## src/rtl/hvc_pkg.sv

```systemverilog
package hvc_pkg;
  localparam int unsigned IW     = 16;
  localparam int unsigned DW     = 8;
  localparam int unsigned RIDX_W = 5;
  localparam int unsigned NREGS  = 1 << RIDX_W;
  localparam int unsigned FLAG_W = 5;

  // flag bit positions
  localparam int unsigned FL_C = 0;
  localparam int unsigned FL_Z = 1;
  localparam int unsigned FL_N = 2;
  localparam int unsigned FL_V = 3;
  localparam int unsigned FL_H = 4;

  typedef enum logic [1:0] {OP_NOP, OP_ADD, OP_LDI, OP_LDS} op_e;
  typedef enum logic [1:0] {PH_FETCH, PH_ADDR, PH_LOAD} phase_e;

  typedef struct packed {
    op_e               op;
    logic [RIDX_W-1:0] rd;
    logic [RIDX_W-1:0] rr;
    logic [DW-1:0]     imm;
  } dec_t;
endpackage

```

## src/rtl/hvc_decode.sv

```systemverilog
module hvc_decode
  import hvc_pkg::*;
(
  input  logic [IW-1:0] word,
  output dec_t          dec
);
  always_comb begin
    dec.op  = OP_NOP;
    dec.rd  = word[8:4];
    dec.rr  = {word[9], word[3:0]};
    dec.imm = {word[11:8], word[3:0]};
    if (word[15:10] == 6'b000011) begin
      dec.op = OP_ADD;
    end else if (word[15:12] == 4'hE) begin
      dec.op = OP_LDI;
      dec.rd = {1'b1, word[7:4]};          // upper half of the file only
    end else if (word[15:9] == 7'b1001000 && word[3:0] == 4'h0) begin
      dec.op = OP_LDS;
    end
  end
endmodule

```

## src/rtl/hvc_alu.sv

```systemverilog
module hvc_alu
  import hvc_pkg::*;
(
  input  logic [DW-1:0]     a,
  input  logic [DW-1:0]     b,
  output logic [DW-1:0]     sum,
  output logic [FLAG_W-1:0] fl
);
  logic [DW:0] full;
  logic [4:0]  low;

  always_comb begin
    full      = {1'b0, a} + {1'b0, b};
    low       = {1'b0, a[3:0]} + {1'b0, b[3:0]};
    sum       = full[DW-1:0];
    fl[FL_C]  = full[DW];
    fl[FL_Z]  = (full[DW-1:0] == '0);
    fl[FL_N]  = full[DW-1];
    fl[FL_V]  = (a[DW-1] == b[DW-1]) && (full[DW-1] != a[DW-1]);
    fl[FL_H]  = low[4];
  end
endmodule

```

## src/rtl/hvc_regfile.sv

```systemverilog
module hvc_regfile
  import hvc_pkg::*;
(
  input  logic              clk,
  input  logic              rst_n,
  input  logic              we,
  input  logic [RIDX_W-1:0] waddr,
  input  logic [DW-1:0]     wdata,
  input  logic [RIDX_W-1:0] raddr_a,
  output logic [DW-1:0]     rdata_a,
  input  logic [RIDX_W-1:0] raddr_b,
  output logic [DW-1:0]     rdata_b
);
  logic [DW-1:0] q [NREGS];

  always_ff @(posedge clk or negedge rst_n) begin
    if (!rst_n) begin
      for (int i = 0; i < NREGS; i++) q[i] <= '0;
    end else if (we) begin
      q[waddr] <= wdata;
    end
  end

  assign rdata_a = q[raddr_a];
  assign rdata_b = q[raddr_b];
endmodule

```

## src/rtl/hvc_core.sv

```systemverilog
module hvc_core
  import hvc_pkg::*;
#(
  parameter int unsigned PC_W = 14
) (
  input  logic              clk,
  input  logic              rst_n,
  output logic [PC_W-1:0]   prog_addr,
  input  logic [IW-1:0]     prog_data,
  output logic [IW-1:0]     data_addr,
  output logic              data_rd,
  input  logic [DW-1:0]     data_in,
  output logic              wb_en,
  output logic [RIDX_W-1:0] wb_reg,
  output logic [DW-1:0]     wb_val,
  output logic [FLAG_W-1:0] flags
);
  localparam logic [PC_W-1:0] PC_STEP = PC_W'(1);

  phase_e            phase_q;
  logic [PC_W-1:0]   pc_q;
  logic [RIDX_W-1:0] dst_q;
  logic [IW-1:0]     daddr_q;
  logic [FLAG_W-1:0] flags_q;
  logic              wb_en_q;
  logic [RIDX_W-1:0] wb_reg_q;
  logic [DW-1:0]     wb_val_q;

  dec_t              dec;
  logic [DW-1:0]     rd_val, rr_val, alu_sum;
  logic [FLAG_W-1:0] alu_fl;
  logic              rf_we, take_flags;
  logic [RIDX_W-1:0] rf_waddr;
  logic [DW-1:0]     rf_wdata;

  hvc_decode u_dec (.word(prog_data), .dec(dec));

  hvc_regfile u_rf (
    .clk(clk), .rst_n(rst_n),
    .we(rf_we), .waddr(rf_waddr), .wdata(rf_wdata),
    .raddr_a(dec.rd), .rdata_a(rd_val),
    .raddr_b(dec.rr), .rdata_b(rr_val)
  );

  hvc_alu u_alu (.a(rd_val), .b(rr_val), .sum(alu_sum), .fl(alu_fl));

  // write selection: execute phase of a single-word op, or the data-read phase
  always_comb begin
    rf_we      = 1'b0;
    rf_waddr   = dec.rd;
    rf_wdata   = '0;
    take_flags = 1'b0;
    case (phase_q)
      PH_FETCH: begin
        case (dec.op)
          OP_ADD: begin
            rf_we      = 1'b1;
            rf_wdata   = alu_sum;
            take_flags = 1'b1;
          end
          OP_LDI: begin
            rf_we    = 1'b1;
            rf_wdata = dec.imm;
          end
          default: ;
        endcase
      end
      PH_LOAD: begin
        rf_we    = 1'b1;
        rf_waddr = dst_q;
        rf_wdata = data_in;
      end
      default: ;
    endcase
  end

  always_ff @(posedge clk or negedge rst_n) begin
    if (!rst_n) begin
      phase_q  <= PH_FETCH;
      pc_q     <= '0;
      dst_q    <= '0;
      daddr_q  <= '0;
      flags_q  <= '0;
      wb_en_q  <= 1'b0;
      wb_reg_q <= '0;
      wb_val_q <= '0;
    end else begin
      wb_en_q  <= rf_we;
      wb_reg_q <= rf_we ? rf_waddr : '0;
      wb_val_q <= rf_wdata;
      if (take_flags) flags_q <= alu_fl;
      case (phase_q)
        PH_FETCH: begin
          pc_q <= pc_q + PC_STEP;
          if (dec.op == OP_LDS) begin
            dst_q   <= dec.rd;
            phase_q <= PH_ADDR;
          end
        end
        PH_ADDR: begin
          pc_q    <= pc_q + PC_STEP;
          daddr_q <= prog_data;
          phase_q <= PH_LOAD;
        end
        default: phase_q <= PH_FETCH;
      endcase
    end
  end

  assign prog_addr = pc_q;
  assign data_addr = daddr_q;
  assign data_rd   = (phase_q == PH_LOAD);
  assign wb_en     = wb_en_q;
  assign wb_reg    = wb_reg_q;
  assign wb_val    = wb_val_q;
  assign flags     = flags_q;
endmodule

```

## config.mk

```make
export PLATFORM = sky130hd
export DESIGN_NAME = hvc_core
export DESIGN_NICKNAME = d
export VERILOG_FILES = /design/src/rtl/hvc_pkg.sv /design/src/rtl/hvc_decode.sv /design/src/rtl/hvc_alu.sv /design/src/rtl/hvc_regfile.sv /design/src/rtl/hvc_core.sv
export SDC_FILE = /design/constraint.sdc
export NUM_CORES = 1
export LEC_CHECK = 0
export BUFFER_PORTS_ARGS = -buffer_cell sky130_fd_sc_hd__buf_2
export CORE_UTILIZATION = 40
export CTS_CLUSTER_DIAMETER = 60
export DETAILED_ROUTE_END_ITERATION = 8
export SYNTH_ARGS = -nofsm -noshare
export SYNTH_HDL_FRONTEND = slang
export SYNTH_HIERARCHICAL = 1
export SYNTH_SLANG_ARGS = --single-unit
```

## constraint.sdc

```tcl
create_clock -name clk -period 6.7 [get_ports clk]
set_input_delay 0.67 -clock clk [delete_from_list [all_inputs] [get_ports clk]]
set_output_delay 0.67 -clock clk [all_outputs]
set_load 0.01 [all_outputs]
```

==> impl_metrics.csv, run 1 <==
group,metric,value,unit
clock_tree,cts_resized,0,
worst_setup_path,cp.arrival,5280,ps
run,maxCapViolations,0,
synthesis,synth_edf_count,0,
clock_tree,cts_setup_buffers,0,
synthesis,ys_ff_latch,312,
grt,grt_pass1_vias,9939,
floorplanning,fp.dieW,206,um
timing,setup_violations,0,
clock_tree,tritoncts,"done",
synthesis,async_reset_ff_share,100,%
synthesis,syn_inst,1062,
worst_setup_path,timing.rr.start,"u_rf/q[61]$_DFFE_PN0P_",
timing,worst_pin_slew,1280,ps
grt,grt_pass1_wl,64200,um
synthesis,syn_area_per_cell,15.7,um^2
place,dp_cells,1598,
synthesis,syn_nets,1101,
route,route.vias.total,9833,
floorplanning,start_util,40.6,%
place,gp_congestion,0.823,
place,port_buffers,75,
synthesis,syn-cell-area,16600,um^2
worst_setup_path,cp_max_fo,34,
floorplanning,placementRows,74,
synthesis,synth_cell_type_count,50,
route,drt_iter0_markers,644,
worst_setup_path,crit_path_end_kind,"flip-flop",
worst_setup_path,rrSetupSlack,2370,ps
synthesis,ys.flop_type,"dfrtp_1",
timing,hold_viol_final,0,
clock_tree,cts-root-buf,"clkbuf_16",
worst_hold_path,hold_path_class,"primary input to async pin",
grt,antenna_found_initial,0,
finish,largest_register,"u_rf/q",
clock_tree,cts_buffers,36,
place,place_hpwl,27400,um
timing,max_freq,207,MHz
worst_setup_path,critPathLaunch,"prog_data[5]",
floorplanning,coreArea,40900,um^2
clock_tree,cts_max_level,2,
clock_tree,hold_buffers,0,
power_and_ir_drop,p_leak,8.71,nW
power_and_ir_drop,cell_internal_pwr,0.00320,W
timing,setup-tns-final,0,ps
timing,slew_violations,0,
route,drc,0,
route,finalWirelength,42600,um
finish,fillers,3573,
finish,postLayoutCoreUtil,45.6,%
clock_tree,clock_sinks,312,
route,avgViaCountPerCell,5.92,
power_and_ir_drop,pwr-share-comb,6.9,%
route,drt_first_pass_iters,5,
clock_tree,path_clk_slew,60,ps
grt,grt_overflow,0,
finish,drive_above_1_share,57.1,%
power_and_ir_drop,clockPowerShare,46.7,%
power_and_ir_drop,seq_power_share,46.3,%
finish,syn_to_final_growth,12.3,%
power_and_ir_drop,p_sw,0.000997,W
power_and_ir_drop,power_density,225,nW/um^2
timing,relSlewSlack,14.3,%
route,wire_per_inst,25.6,um
finish,fin_cells,1662,
timing,skew,16.1,ps
outcome,status,"complete, no violations",
grt,grt_use_total,20.7,%
floorplanning,die_area,42400,um^2
finish,nNetsFinal,1143,
timing,finalCriticalPeriod,4820,ps
route,ant_nets,0,
synthesis,yosys_warnings,6,
worst_setup_path,worst-setup-path-type,"primary input to flip-flop",
power_and_ir_drop,max-vdd-ir-drop,0.168,mV
power_and_ir_drop,p_sw_share,23.7,%
timing,period_share,72.0,%
grt,grt_max_degree,104,
floorplanning,die_h,206,um
timing,rsz0062_at_grt,"no",
clock_tree,clk_latency,540,ps
clock_tree,clk_path_buf_depth,3,
worst_setup_path,crit_required,7160,ps
floorplanning,io_pins,76,
finish,largest_reg_flops,256,
worst_setup_path,startpoint_type,"primary input",
synthesis,yosysSeqAreaShare,46.9,%
-- metal layers --
| metal | share of wire (%) | wire length (um) | up-vias | global-route usage (%) |
|---|---|---|---|---|
| met5 | 0 | 0 | - | 0 |
| met4 | 3.3 | 1410 | 0 | 8.01 |
| met3 | 5.8 | 2470 | 78 | 3.63 |
| met2 | 46 | 19600 | 327 | 32.0 |
| met1 | 45 | 19100 | 5245 | 29.1 |
| li1 | - | - | 4183 | - |
-- placed cells by master (no fill, tap or decap), types with 9 or more instances in the layout --
master / instances
buf_2: 72
inv_1: 12
nand2_1: 23
mux4_2: 160
ha_1: 12
clkbuf_16: 37
nor2_1: 15
nor3_1: 10
nor2_2: 9
xnor2_1: 9
nor2b_1: 9
dfrtp_1: 312
buf_4: 20
mux2_2: 304
-- synth_stat cells, types with 4 or more instances --
master	count	share of area, %
buf_4	31	1.4
xnor2_1	9	0.47
nor3b_1	4	0.18
dfrtp_1	312	47
nand3_1	8	0.24
ha_1	12	0.90
inv_1	12	0.27
mux4_2	160	22
a22oi_1	8	0.36
a22o_1	8	0.42
nor2_1	23	0.52
mux2_2	304	21
o21a_1	4	0.18
nor2_2	4	0.15
clkbuf_1	40	0.90
buf_2	7	0.21
nor2b_1	9	0.34
buf_1	15	0.34
nand2_1	23	0.52
nor3_1	10	0.30
nand3b_1	5	0.23
nor4_1	6	0.23
xor2_1	7	0.37
-- path summary, 6_finish.rpt --
kind,endpoint,depth (start not counted)
worst max-delay path,u_rf/q[45]$_DFFE_PN0P_,14
worst min-delay path,u_rf/q[186]$_DFFE_PN0P_,1
worst max register to register,u_rf/q[15]$_DFFE_PN0P_,13
worst min register to register,prog_addr[13]$_DFFE_PN0P_,1
max in group asynchronous,u_rf/q[39]$_DFFE_PN0P_,2
min in group clk,data_addr[12]$_DFFE_PN0P_,2
-- metrics by stage --
step / cell area (um^2) / power [W] / worst slack, ps / hold slack (ps)
6_report: 18700 / 0.00420 / 1880 / 168
4_1_cts: 18700 / 0.00426 / 1850 / 207
5_1_grt: 18700 / 0.00436 / 1530 / 238
2_1_floorplan: 16600 / 0.00215 / 1760 / 374
3_5_place_dp: 17500 / 0.00228 / 1300 / 456
3_3_place_gp: 17500 / 0.00227 / 1330 / 453
-- logic make-up (layout without fill, tap and decap cells) --
logic type | count (synthesis) | count (layout) | share of synthesized area (%)
muxes | 464 | 464 | 42.2
xor gates and xnor gates | 16 | 16 | 0.843
other | 0 | 2 | 0
and+or+nand+nor | 113 | 113 | 3.95
adders and majority gates | 13 | 13 | 1.02
buffers and inverters | 108 | 174 | 3.32
AOI/OAI and AO/OA | 36 | 36 | 1.67
DFF | 312 | 312 | 46.9
-- power groups by stage --
stage	clock network (W)	logic, W	registers, W
detailed placement	0	0.000298	0.00198
finish	0.00196	0.000291	0.00195
global placement	0	0.000295	0.00198
floorplan	0	0.000166	0.00199
CTS	0.00202	0.000298	0.00195
global route	0.00209	0.000321	0.00195
-- critical path, stage by stage --
cell and delay [ps]:
buf_4 520, buf_12 290, mux4_2 530, mux4_2 510, mux2_2 300, ha_1 310, a211oi_1 320, o21bai_1 120
a21oi_1 200, xnor2_1 180, a22o_1 180, a22oi_1 90, nor2_4 700, mux2_2 290
-- area by class of cell --
cell class	instances	area (um^2)	share of cell area, %
multi-input cells	642	8310	44.5
clock buffers	48	1050	5.61
repair buffers	100	666	3.56
inverters	12	45.0	0.241
clock inverters	14	133	0.710
diodes	2	5.00	0.0268
well taps	532	666	3.56
flip-flops and latches	312	7810	41.8
No activity file was read; power rests on OpenSTA's default activity.
==> run 2, diff against run 1 <==
Clock period 6.7 ns to 4.5 ns, I/O delays scaled along.
==> run 2 against run 1 <==
  * Critical path depth grew 1
  * Worst setup slack got worse by 1600 ps
  * Total power increased by 52%
  * Die area unchanged
  * Worst hold slack improved by 33 ps
  * Critical endpoint is now u_rf/q[87]$_DFFE_PN0P_
==> impl_metrics.csv, run 2 (synthesized netlist as in run 1, its figures left out) <==
group,metric,value,unit
finish,final_cell_mix,"dfrtp_1 (312), mux2_2 (304), mux4_2 (160)",
worst_setup_path,startpoint_type,"primary input",
clock_tree,cts_setup_buffers,0,
power_and_ir_drop,total_power,0.00637,W
place,port_buffers,75,
finish,syn_to_final_growth,17.0,%
grt,grt_overflow,0,
route,drt_first_pass_iters,5,
floorplanning,die_h,206,um
floorplanning,coreArea,40900,um^2
worst_setup_path,cp_max_fo,33,
power_and_ir_drop,max-vdd-ir-drop,0.229,mV
finish,largest_register,"u_rf/q",
power_and_ir_drop,p_leak,9.14,nW
grt,grt_use_total,21.7,%
floorplanning,die_area,42400,um^2
worst_setup_path,cp.arrival,4620,ps
finish,drive_above_1_share,59.4,%
timing,relSlewSlack,49.6,%
timing,setup_violations,0,
finish,final_common_cell,"dfrtp_1",
place,place_hpwl,29300,um
clock_tree,clk_latency,530,ps
run,maxCapViolations,0,
floorplanning,start_util,40.6,%
timing,max_freq,237,MHz
clock_tree,cts_buffers,35,
clock_tree,cts-root-buf,"clkbuf_16",
grt,antenna_found_initial,0,
place,gp_congestion,0.842,
route,ant_nets,0,
route,drc,0,
worst_setup_path,crit_required,4900,ps
timing,period_share,93.8,%
grt,grt_pass1_vias,10300,
finish,largest_reg_flops,256,
finish,nNetsFinal,1208,
finish,stdcell_area,19500,um^2
clock_tree,cts_max_level,2,
grt,grt_max_degree,97,
floorplanning,fp.dieW,206,um
outcome,status,"complete, no violations",
route,finalWirelength,44400,um
clock_tree,tritoncts,"done",
route,drt_iter0_markers,877,
power_and_ir_drop,power_density,327,nW/um^2
clock_tree,path_clk_slew,60,ps
place,pre_cts_ws,-378,ps
timing,rsz0062_at_grt,"no",
worst_setup_path,worst-setup-path-type,"primary input to flip-flop",
timing,worst_pin_slew,756,ps
finish,diodes,0,
worst_setup_path,crit_path_end_kind,"flip-flop",
finish,fillers,3532,
timing,skew,22.0,ps
timing,finalCriticalPeriod,4220,ps
worst_hold_path,hold_path_class,"primary input to flip-flop",
timing,setup_ws,277,ps
route,route.vias.total,10100,
clock_tree,clk_path_buf_depth,3,
place,place_area,18200,um^2
timing,hold_viol_final,0,
grt,grt_pass1_wl,67700,um
timing,slew_violations,0,
route,wire_per_inst,25.7,um
floorplanning,placementRows,74,
floorplanning,io_pins,76,
clock_tree,clock_sinks,312,
route,avgViaCountPerCell,5.88,
## run 2: cell types whose count changed in the layout (fill, tap and decap cells not counted), sizes merged, moves of 2 or more
| cell | before | now |
|---|---|---|
| clkinv | 8 | 4 |
| diode | 2 | 0 |
| clkbuf | 48 | 50 |
| buf | 100 | 165 |
## run 2: what timing repair did
| action | in CTS | in global routing |
|---|---|---|
| endpoints found under the setup margin | 0 | 4 |
| hold buffers | 1 | 0 |
| resized for setup | 0 | 1 |
| hold endpoints to repair | 46 | 0 |
## run 2: worst paths after layout
path                                           startpoint                         to  slack (ps)  cells after the start
worst max-delay path                         prog_data[5]     u_rf/q[87]$_DFFE_PN0P_         280                     15
worst min-delay path                         prog_data[8]   data_addr[8]$_DFFE_PN0P_         200                      2
worst max register to register    u_rf/q[138]$_DFFE_PN0P_     u_rf/q[87]$_DFFE_PN0P_         390                     14
worst min register to register  prog_addr[13]$_DFFE_PN0P_  prog_addr[13]$_DFFE_PN0P_         460                      1
max in group asynchronous                           rst_n    u_rf/q[110]$_DFFE_PN0P_        2740                      3
min in group asynchronous                           rst_n    u_rf/q[152]$_DFFE_PN0P_         540                      2
## run 2: area by class of cell
class                           count  area [um^2]  share of cell area (%)
Clock buffer                       50         1070                    5.52
Clock inverter                     10          134                   0.688
Inverter                           12         45.0                   0.231
Multi-Input combinational cell    642         8300                    42.7
Sequential cell                   312         7810                    40.1
Tap cell                          532          666                    3.42
Timing Repair Buffer              166         1430                    7.36
## run 2: metrics by stage
step	std cells	hold WS, ps	setup TNS, ps	util [%]
6_report	1724	201	0	47.6
5_1_grt	1724	194	0	47.6
4_1_cts	1724	178	0	47.6
3_5_place_dp	1663	460	-37310	44.6
3_3_place_gp	1663	455	-37130	44.6
2_1_floorplan	1062	154	0	-
## run 2: worst max-delay path, stage by stage
cell,delay [ps]
buf_6,340
buf_12,220
mux4_2,530
mux4_2,500
mux2_2,310
ha_4,260
a21o_1,190
a31o_1,210
a221o_1,300
a211o_1,310
a22o_1,240
a22oi_1,180
nor2_2,70
buf_12,200
mux2_2,270
## run 2: metal layers
metal  routed length (um)  part of all wire [%]  GRT usage (%)
met1                19600                    44           30.6
met2                21100                    48           34.5
met3                 2680                   6.0           4.24
met4                  954                   2.1           5.41
met5                    0                     0              0
## run 2: where the power goes
part | switching, W | leakage [nW] | internal (W)
clock network | 0.00117 | 0.594 | 0.00183
registers | 0.0000488 | 4.34 | 0.00285
logic | 0.000275 | 4.21 | 0.000206
total | 0.00149 | 9.14 | 0.00488
